`config.mk`:
```
export PLATFORM = sky130hd
export DESIGN_NAME = rowhit_picker
export DESIGN_NICKNAME = d
export VERILOG_FILES = /design/src/rtl/rowhit_picker_pkg.sv /design/src/rtl/rhp_entry_eval.sv /design/src/rtl/rhp_first_set.sv /design/src/rtl/rowhit_picker.sv
export SDC_FILE = /design/constraint.sdc
export NUM_CORES = 1
export LEC_CHECK = 0
export BUFFER_PORTS_ARGS = -buffer_cell sky130_fd_sc_hd__buf_2
export CAP_MARGIN = 20
export CELL_PAD_IN_SITES_DETAIL_PLACEMENT = 1
export CELL_PAD_IN_SITES_GLOBAL_PLACEMENT = 1
export CORE_MARGIN = 10
export CORE_UTILIZATION = 52
export DETAILED_ROUTE_END_ITERATION = 10
export PLACE_DENSITY_LB_ADDON = 0.1
export RECOVER_POWER = 50
export SYNTH_ARGS = -nofsm -noshare
export SYNTH_HDL_FRONTEND = slang
export SYNTH_SLANG_ARGS = --single-unit
export TNS_END_PERCENT = 1
```
`constraint.sdc`:
```
create_clock -name clk -period 1.55 [get_ports clk]
set_input_delay 0.31 -clock clk [delete_from_list [all_inputs] [get_ports clk]]
set_output_delay 0.31 -clock clk [all_outputs]
set_load 0.02 [all_outputs]
```
`src/rtl/rowhit_picker_pkg.sv`:
```
package rowhit_picker_pkg;
   typedef enum logic [1:0] {
      PK_NONE = 2'd0,
      PK_MISS = 2'd1,
      PK_PREP = 2'd2,
      PK_SEAM = 2'd3
   } pick_kind_e;

   function automatic int min_int(input int a, input int b);
      return (a < b) ? a : b;
   endfunction
endpackage

```
`src/rtl/rhp_entry_eval.sv`:
```
module rhp_entry_eval #(
   parameter int NUM_RANKS = 2,
   parameter int NUM_BANKS = 8,
   parameter int ROW_W     = 8,
   parameter int TIME_W    = 8,
   localparam int RANK_W   = (NUM_RANKS > 1) ? $clog2(NUM_RANKS) : 1,
   localparam int BANK_W   = (NUM_BANKS > 1) ? $clog2(NUM_BANKS) : 1,
   localparam int NSLOT    = NUM_RANKS * NUM_BANKS
) (
   input  logic                    valid_i,
   input  logic [RANK_W-1:0]       rank_i,
   input  logic [BANK_W-1:0]       bank_i,
   input  logic [ROW_W-1:0]        row_i,
   input  logic                    write_i,
   input  logic [NSLOT-1:0]        bank_open_i,
   input  logic [NSLOT*ROW_W-1:0]  open_row_i,
   input  logic [NSLOT*TIME_W-1:0] rd_at_i,
   input  logic [NSLOT*TIME_W-1:0] wr_at_i,
   input  logic [NUM_RANKS-1:0]    ref_idle_i,
   input  logic [NSLOT-1:0]        early_bank_i,
   input  logic [TIME_W:0]         deadline_i,
   output logic                    seam_o,
   output logic                    hit_o,
   output logic                    miss_ok_o
);
   localparam int SLOT_W = RANK_W + BANK_W;

   logic [SLOT_W-1:0] slot;
   logic              usable;
   logic              row_match;
   logic [TIME_W-1:0] col_at;

   assign slot   = {rank_i, bank_i};
   assign usable = valid_i && ref_idle_i[rank_i];

   always_comb begin
      row_match = bank_open_i[slot] &&
                  (open_row_i[int'(slot)*ROW_W +: ROW_W] == row_i);
      col_at    = write_i ? wr_at_i[int'(slot)*TIME_W +: TIME_W]
                          : rd_at_i[int'(slot)*TIME_W +: TIME_W];
   end

   assign hit_o     = usable && row_match;
   assign seam_o    = hit_o && ({1'b0, col_at} <= deadline_i);
   assign miss_ok_o = usable && !row_match && early_bank_i[slot];
endmodule

```
`src/rtl/rhp_first_set.sv`:
```
module rhp_first_set #(
   parameter int N     = 8,
   localparam int IDX_W = (N > 1) ? $clog2(N) : 1
) (
   input  logic [N-1:0]     vec_i,
   output logic             any_o,
   output logic [IDX_W-1:0] idx_o
);
   always_comb begin
      any_o = 1'b0;
      idx_o = '0;
      for (int i = N - 1; i >= 0; i--) begin
         if (vec_i[i]) begin
            any_o = 1'b1;
            idx_o = IDX_W'(i);
         end
      end
   end
endmodule

```
`src/rtl/rowhit_picker.sv`:
```
module rowhit_picker
   import rowhit_picker_pkg::*;
#(
   parameter int NUM_ENTRIES = 8,
   parameter int NUM_RANKS   = 2,
   parameter int NUM_BANKS   = 8,
   parameter int ROW_W       = 8,
   parameter int TIME_W      = 8,
   parameter int T_CS        = 2,
   parameter int T_RTW       = 1,
   localparam int RANK_W     = (NUM_RANKS > 1) ? $clog2(NUM_RANKS) : 1,
   localparam int BANK_W     = (NUM_BANKS > 1) ? $clog2(NUM_BANKS) : 1,
   localparam int IDX_W      = (NUM_ENTRIES > 1) ? $clog2(NUM_ENTRIES) : 1,
   localparam int NSLOT      = NUM_RANKS * NUM_BANKS
) (
   input  logic                          clk,
   input  logic                          rst_n,
   input  logic                          pick_i,
   input  logic                          turn_i,
   input  logic                          to_write_i,
   input  logic [NUM_ENTRIES-1:0]        ent_valid_i,
   input  logic [NUM_ENTRIES*RANK_W-1:0] ent_rank_i,
   input  logic [NUM_ENTRIES*BANK_W-1:0] ent_bank_i,
   input  logic [NUM_ENTRIES*ROW_W-1:0]  ent_row_i,
   input  logic [NUM_ENTRIES-1:0]        ent_write_i,
   input  logic [NSLOT-1:0]              bank_open_i,
   input  logic [NSLOT*ROW_W-1:0]        open_row_i,
   input  logic [NSLOT*TIME_W-1:0]       rd_at_i,
   input  logic [NSLOT*TIME_W-1:0]       wr_at_i,
   input  logic [NUM_RANKS-1:0]          ref_idle_i,
   input  logic [NSLOT-1:0]              early_bank_i,
   input  logic [TIME_W-1:0]             min_col_i,
   output logic                          pick_valid_o,
   output logic                          pick_found_o,
   output logic [IDX_W-1:0]              pick_idx_o,
   output logic [1:0]                    pick_kind_o
);
   localparam int XR_I = T_CS;
   localparam int XW_I = min_int(T_RTW, T_CS);
   localparam logic [TIME_W:0] XR_V = XR_I[TIME_W:0];
   localparam logic [TIME_W:0] XW_V = XW_I[TIME_W:0];

   // elaboration checks on the parameter set
   if (NUM_ENTRIES < 2) begin : g_bad_entries
      $error("rowhit_picker: NUM_ENTRIES must be at least 2");
   end
   if ((NUM_RANKS < 2) || ((NUM_RANKS & (NUM_RANKS - 1)) != 0)) begin : g_bad_ranks
      $error("rowhit_picker: NUM_RANKS must be a power of two, at least 2");
   end
   if ((NUM_BANKS < 2) || ((NUM_BANKS & (NUM_BANKS - 1)) != 0)) begin : g_bad_banks
      $error("rowhit_picker: NUM_BANKS must be a power of two, at least 2");
   end
   if ((T_CS < 0) || (T_RTW < 0) || (T_CS >= (1 << TIME_W))) begin : g_bad_delay
      $error("rowhit_picker: turnaround allowances out of range");
   end

   // column deadline, widened one bit so the allowance cannot wrap
   logic [TIME_W:0] allowance;
   logic [TIME_W:0] deadline;

   always_comb begin
      if (!turn_i)         allowance = '0;
      else if (to_write_i) allowance = XW_V;
      else                 allowance = XR_V;
      deadline = {1'b0, min_col_i} + allowance;
   end

   // per-slot classification
   logic [NUM_ENTRIES-1:0] seam_vec;
   logic [NUM_ENTRIES-1:0] hit_vec;
   logic [NUM_ENTRIES-1:0] miss_vec;

   for (genvar e = 0; e < NUM_ENTRIES; e++) begin : g_slot
      rhp_entry_eval #(
         .NUM_RANKS (NUM_RANKS),
         .NUM_BANKS (NUM_BANKS),
         .ROW_W     (ROW_W),
         .TIME_W    (TIME_W)
      ) u_eval (
         .valid_i      (ent_valid_i[e]),
         .rank_i       (ent_rank_i[e*RANK_W +: RANK_W]),
         .bank_i       (ent_bank_i[e*BANK_W +: BANK_W]),
         .row_i        (ent_row_i[e*ROW_W +: ROW_W]),
         .write_i      (ent_write_i[e]),
         .bank_open_i  (bank_open_i),
         .open_row_i   (open_row_i),
         .rd_at_i      (rd_at_i),
         .wr_at_i      (wr_at_i),
         .ref_idle_i   (ref_idle_i),
         .early_bank_i (early_bank_i),
         .deadline_i   (deadline),
         .seam_o       (seam_vec[e]),
         .hit_o        (hit_vec[e]),
         .miss_ok_o    (miss_vec[e])
      );
   end

   // three oldest-first searches run side by side
   logic             seam_any, hit_any, miss_any;
   logic [IDX_W-1:0] seam_idx, hit_idx, miss_idx;

   rhp_first_set #(.N(NUM_ENTRIES)) u_first_seam (
      .vec_i (seam_vec), .any_o (seam_any), .idx_o (seam_idx));
   rhp_first_set #(.N(NUM_ENTRIES)) u_first_hit (
      .vec_i (hit_vec),  .any_o (hit_any),  .idx_o (hit_idx));
   rhp_first_set #(.N(NUM_ENTRIES)) u_first_miss (
      .vec_i (miss_vec), .any_o (miss_any), .idx_o (miss_idx));

   pick_kind_e       nxt_kind;
   logic [IDX_W-1:0] nxt_idx;

   always_comb begin
      if (seam_any) begin
         nxt_kind = PK_SEAM;
         nxt_idx  = seam_idx;
      end else if (hit_any) begin
         nxt_kind = PK_PREP;
         nxt_idx  = hit_idx;
      end else if (miss_any) begin
         nxt_kind = PK_MISS;
         nxt_idx  = miss_idx;
      end else begin
         nxt_kind = PK_NONE;
         nxt_idx  = '0;
      end
   end

   always_ff @(posedge clk or negedge rst_n) begin
      if (!rst_n) begin
         pick_valid_o <= 1'b0;
         pick_found_o <= 1'b0;
         pick_idx_o   <= '0;
         pick_kind_o  <= PK_NONE;
      end else begin
         pick_valid_o <= pick_i;
         if (pick_i) begin
            pick_found_o <= (nxt_kind != PK_NONE);
            pick_idx_o   <= nxt_idx;
            pick_kind_o  <= nxt_kind;
         end
      end
   end
endmodule

```
==> run_results.csv, run 1 <==
group,metric,value,unit
status,status,"aborted with a tool error",
status,haltStage,"4_1_cts",
status,toolErrorMsg,"[ERROR DPL-0033] detailed placement checks failed during check placement.",
synth,netlist_area,0.0305,mm²
synth,synth_top_flop_cell,"dfrtp_1",
placed_design,place_inst,4522,
cts,clockBufferDepth,2,
synth,ys_warn_count,0,
cts,clock-sinks,7,
cts,holdBufCountCts,1,
cts,htreeDepth,1,
cts,cts_root_buf,"clkbuf_16",
placed_design,portBuffers,549,
cts,cts_resized,119,
die,chipWidth,262,µm
synth,synth-seq-cells,7,
synth,syn-instance-count,2445,
placed_design,gp_congestion,1.14,
synth,async_flop_share,100,%
cts,cts_buffers,3,
placed_design,hpwl,184,mm
synth,syn_nets,3040,
die,initial_core_util,52.7,%
synth,syn_area_per_cell,12.5,µm²
synth,synth-seq-area-share,0.575,%
die,pin_count,550,
cts,postCtsSetupRepairBufs,18,
die,rows,88,
synth,ys_types,88,
synth,synth_edf_count,0,
die,die_h,262,µm
==> kinds of logic after synthesis <==
| group | synth area share [%] |
|---|---|
| multiplexers | 74.3 |
| AND/OR/NAND/NOR | 6.70 |
| AO/OA/AOI/OAI | 8.70 |
| adder cells (fa/ha/maj) | 2.30 |
| flip-flops | 0.575 |
| XOR/XNOR | 2.62 |
| buffers and inverters | 4.80 |
==> cell usage after synthesis (14+ instances only) <==
library cell  count  area share [%]
buf_2           100             1.6
buf_6            15            0.55
o21a_1           17            0.42
nor3_1           24            0.39
nand3_1          31            0.51
a21oi_1          36            0.59
nand4_1          16            0.33
buf_1            48            0.59
xor2_1           39             1.1
nor2b_1          39            0.80
inv_1            27            0.33
nand2_1         124             1.5
clkbuf_1         87             1.1
o21ai_0          41            0.67
a22o_1           35             1.0
buf_4            24            0.59
o22ai_1          29            0.60
mux2_2           54             2.0
a211oi_1         16            0.39
nand2b_1         15            0.31
mux4_2          806              60
a221oi_1         20            0.58
o2111ai_1        14            0.40
a22oi_1          64             1.6
nor2_1           54            0.67
ha_1             51             2.1
xnor2_1          52             1.5
mux2i_1         369              12
==> per-stage QoR <==
step	setup slack, ns	instance area (µm²)
floorplan	-2.77	30900
global placement	-2.96	42000
detailed placement	-3.56	42000
==> run 2, diff against run 1 <==
--- a/config.mk
+++ b/config.mk
@@ -7,12 +7,10 @@
 export LEC_CHECK = 0
 export BUFFER_PORTS_ARGS = -buffer_cell sky130_fd_sc_hd__buf_2
 export CAP_MARGIN = 20
-export CELL_PAD_IN_SITES_DETAIL_PLACEMENT = 1
-export CELL_PAD_IN_SITES_GLOBAL_PLACEMENT = 1
 export CORE_MARGIN = 10
-export CORE_UTILIZATION = 52
+export CORE_UTILIZATION = 40
 export DETAILED_ROUTE_END_ITERATION = 10
-export PLACE_DENSITY_LB_ADDON = 0.1
+export PLACE_DENSITY_LB_ADDON = 0.15
 export RECOVER_POWER = 50
 export SYNTH_ARGS = -nofsm -noshare
 export SYNTH_HDL_FRONTEND = slang
==> run 2 against run 1 <==
Compared with the run above:
- the flow now finishes, with violations (setup timing)
- synthesized cell count stayed put
- area after synthesis stayed put
==> run_results.csv, run 2 <==
group,metric,value,unit
die,die_h,296,µm
detailed_routing,vias,35500,
synth,synth_area_leaders,"mux4_2 60%, mux2i_1 12%, ha_1 2.1%",
job,max_cap_violations,0,
cts,cts_buffers,3,
setup_path,r2r_cells,2,
timing,finalCriticalPeriod,4.08,ns
setup_path,r2r-start,"pick_idx_o[0]",
timing,worst_pin_slew,0.760,ns
placed_design,gp_congestion,1.05,
synth,yosysMostFrequentCell,"mux4_2",
placed_design,hpwl,154,mm
global_routing,grt_pass1_vias,36300,
die,pin_count,550,
cts,cts_root_buf,"clkbuf_16",
placed_design,portBuffers,549,
global_routing,grt_usage,41.4,%
synth,synth_top_area_share,59.6,%
synth,netlist_area,0.0305,mm²
global_routing,grt_pass1_wl,263,mm
global_routing,antenna_found_initial,11,
setup_path,crit_fanout,8,
finish,final_layout_size_suffix_gt1_share,67.1,%
timing,fin_hold_ws,0.516,ns
cts,path_clk_slew,0.05,ns
die,chipWidth,296,µm
detailed_routing,detail-route-antenna-nets,0,
hold_path,hp-start,"pick_kind_o[1]",
timing,rsz0062_at_grt,"yes",
detailed_routing,wire_per_inst,38.9,µm
die,die_area,0.0876,mm²
timing,timing.final.max_slew_violations,0,
detailed_routing,firstDrtPassIters,8,
setup_path,startpoint_type,"input pin",
setup_path,critPathCaptureType,"flip-flop",
hold_path,hp-class,"flip-flop to flip-flop",
status,status,"finished, violations left",
setup_path,cp.arrival,4.17,ns
synth,synth_area_leader_cell,"mux4_2",
timing,tns,-14.56,ns
die,rows,101,
die,core,0.0757,mm²
finish,area_growth,41.8,%
timing,setup_ws,-2.53,ns
finish,largestRegisters,"pick_idx_o (3), pick_kind_o (2)",
finish,multi_input_area,0.0291,mm²
finish,nets,4411,
cts,clk-insertion-delay-late,0.23,ns
cts,cts_tree,"yes",
timing,final_hold_viol_count,0,
synth,synth_edf_count,0,
synth,async_flop_share,100,%
cts,clockBufferDepth,2,
timing,finClkSkew,0,ns
power,irDropWorstVdd,281,µV
status,violations,"setup timing",
detailed_routing,dr.first_iter.drc_count,5289,
synth,synth-seq-area-share,0.575,%
power,power,0.0177,W
timing,maxSlewHeadroom,49.2,%
synth,synth-seq-cells,7,
global_routing,grt_max_degree,48,
global_routing,grt_remaining_overflow,0,
synth,synth_commonest_cells,"806 x mux4_2, 369 x mux2i_1, 124 x nand2_1, 100 x buf_2, 87 x clkbuf_1",
setup_path,ff2ff_setup_slack,0.60,ns
cts,clock-sinks,7,
power,power.density,411,mW/mm²
setup_path,reg2reg_to,"pick_idx_o[0]",
hold_path,hold-path-endpoint,"pick_kind_o[1]",
setup_path,worstSetupPathType,"input pin to flip-flop",
synth,syn-instance-count,2445,
detailed_routing,drc,0,
cts,htreeDepth,1,
synth,synth_top_flop_cell,"dfrtp_1",
setup_path,required,1.64,ns
finish,regArea,175,µm²
finish,final_cell_mix,"994 x buf_4, 806 x mux4_2, 520 x buf_2, 363 x mux2i_1, 123 x nand2_1",
finish,final_common_cell,"buf_4",
timing,setup_viol,6,
setup_path,critPathLaunch,"ent_write_i[5]",
synth,ys_warn_count,0,
finish,largest_reg_flops,3,
timing,post-route-period-util,263,%
hold_path,min_path_cells,2,
finish,largest_register,"pick_idx_o",
detailed_routing,routed_via_density,7.39,
finish,n_fill_cell,6401,
detailed_routing,routed_wl,187,mm
power,leakagePower,18.2,nW
synth,syn_area_per_cell,12.5,µm²
synth,ys_types,88,
placed_design,pre_cts_ws,-3.06,ns
die,initial_core_util,40.2,%
timing,fmax,245,MHz
synth,syn_nets,3040,
[run 2: layout make-up]
class,instances,share of cell area (%)
multi-input cells,2136,67.4
diodes,5,0.0290
inverters,28,0.243
repair buffers,1640,28.9
flip-flops and latches,7,0.406
well taps,978,2.83
clock buffers,4,0.183
[run 2: cells by family after synthesis]
group,count (synthesis),share of synthesized area [%]
muxes,1236,74.3
and+or+nand+nor,393,6.70
xor gates and xnor gates,91,2.62
AOI/OAI and AO/OA,360,8.70
buffers and inverters,302,4.80
adders and majority gates,56,2.30
DFF,7,0.575
[run 2: what timing repair did]
action | CTS | global route
endpoints found under the hold margin | 7 | 0
setup endpoints to repair | 6 | 6
pin swaps | 11 | 13
gates cloned | 3 | 2
setup buffers | 5 | 4
resized for setup | 58 | 51
hold buffers | 1 | 0
[run 2: worst max-delay path by stage]
stage,endpoint
global placement,pick_found_o
global route,pick_idx_o[1]
finish,pick_idx_o[1]
CTS,pick_idx_o[1]
floorplan,pick_idx_o[1]
detailed placement,pick_kind_o[0]
[run 2: critical path, stage by stage]
cell	delay, ns
buf_8	0.12
buf_12	0.19
clkbuf_16	0.18
mux4_2	0.48
mux4_2	0.47
mux2i_1	0.17
buf_4	0.15
ha_1	0.15
nor2b_1	0.05
o21a_1	0.17
o21ai_2	0.14
a21oi_1	0.08
buf_4	0.15
o31ai_4	0.20
a311oi_2	0.12
buf_4	0.17
buf_4	0.14
nor3b_4	0.21
a21oi_2	0.06
nor3b_1	0.30
o32ai_1	0.12
[run 2: power by group]
part / internal (W) / switching (W)
clock: 0.000346 / 0.000129
sequential: 0.000213 / 0.0000551
combinational: 0.00859 / 0.00841
[run 2: per-layer routing]
| layer | part of all wire (%) | vias up | GRT usage [%] |
|---|---|---|---|
| met5 | 0.051 | - | 0 |
| met1 | 34 | 17800 | 50.7 |
| met4 | 7.8 | 8 | 25.5 |
| met2 | 44 | 3367 | 62.8 |
| met3 | 14 | 651 | 13.5 |
| li1 | - | 13600 | - |
[run 2: metrics by stage]
| step | instance area, µm² | util [%] | std cells |
|---|---|---|---|
| after floorplan | 30900 | - | 2445 |
| after global placement | 42400 | 56.0 | 4775 |
| after detailed placement | 42400 | 56.0 | 4776 |
| after CTS | 42900 | 56.6 | 4788 |
| after global routing | 43200 | 57.0 | 4797 |
| final | 43200 | 57.0 | 4798 |
(Power assumes the default switching activity.)
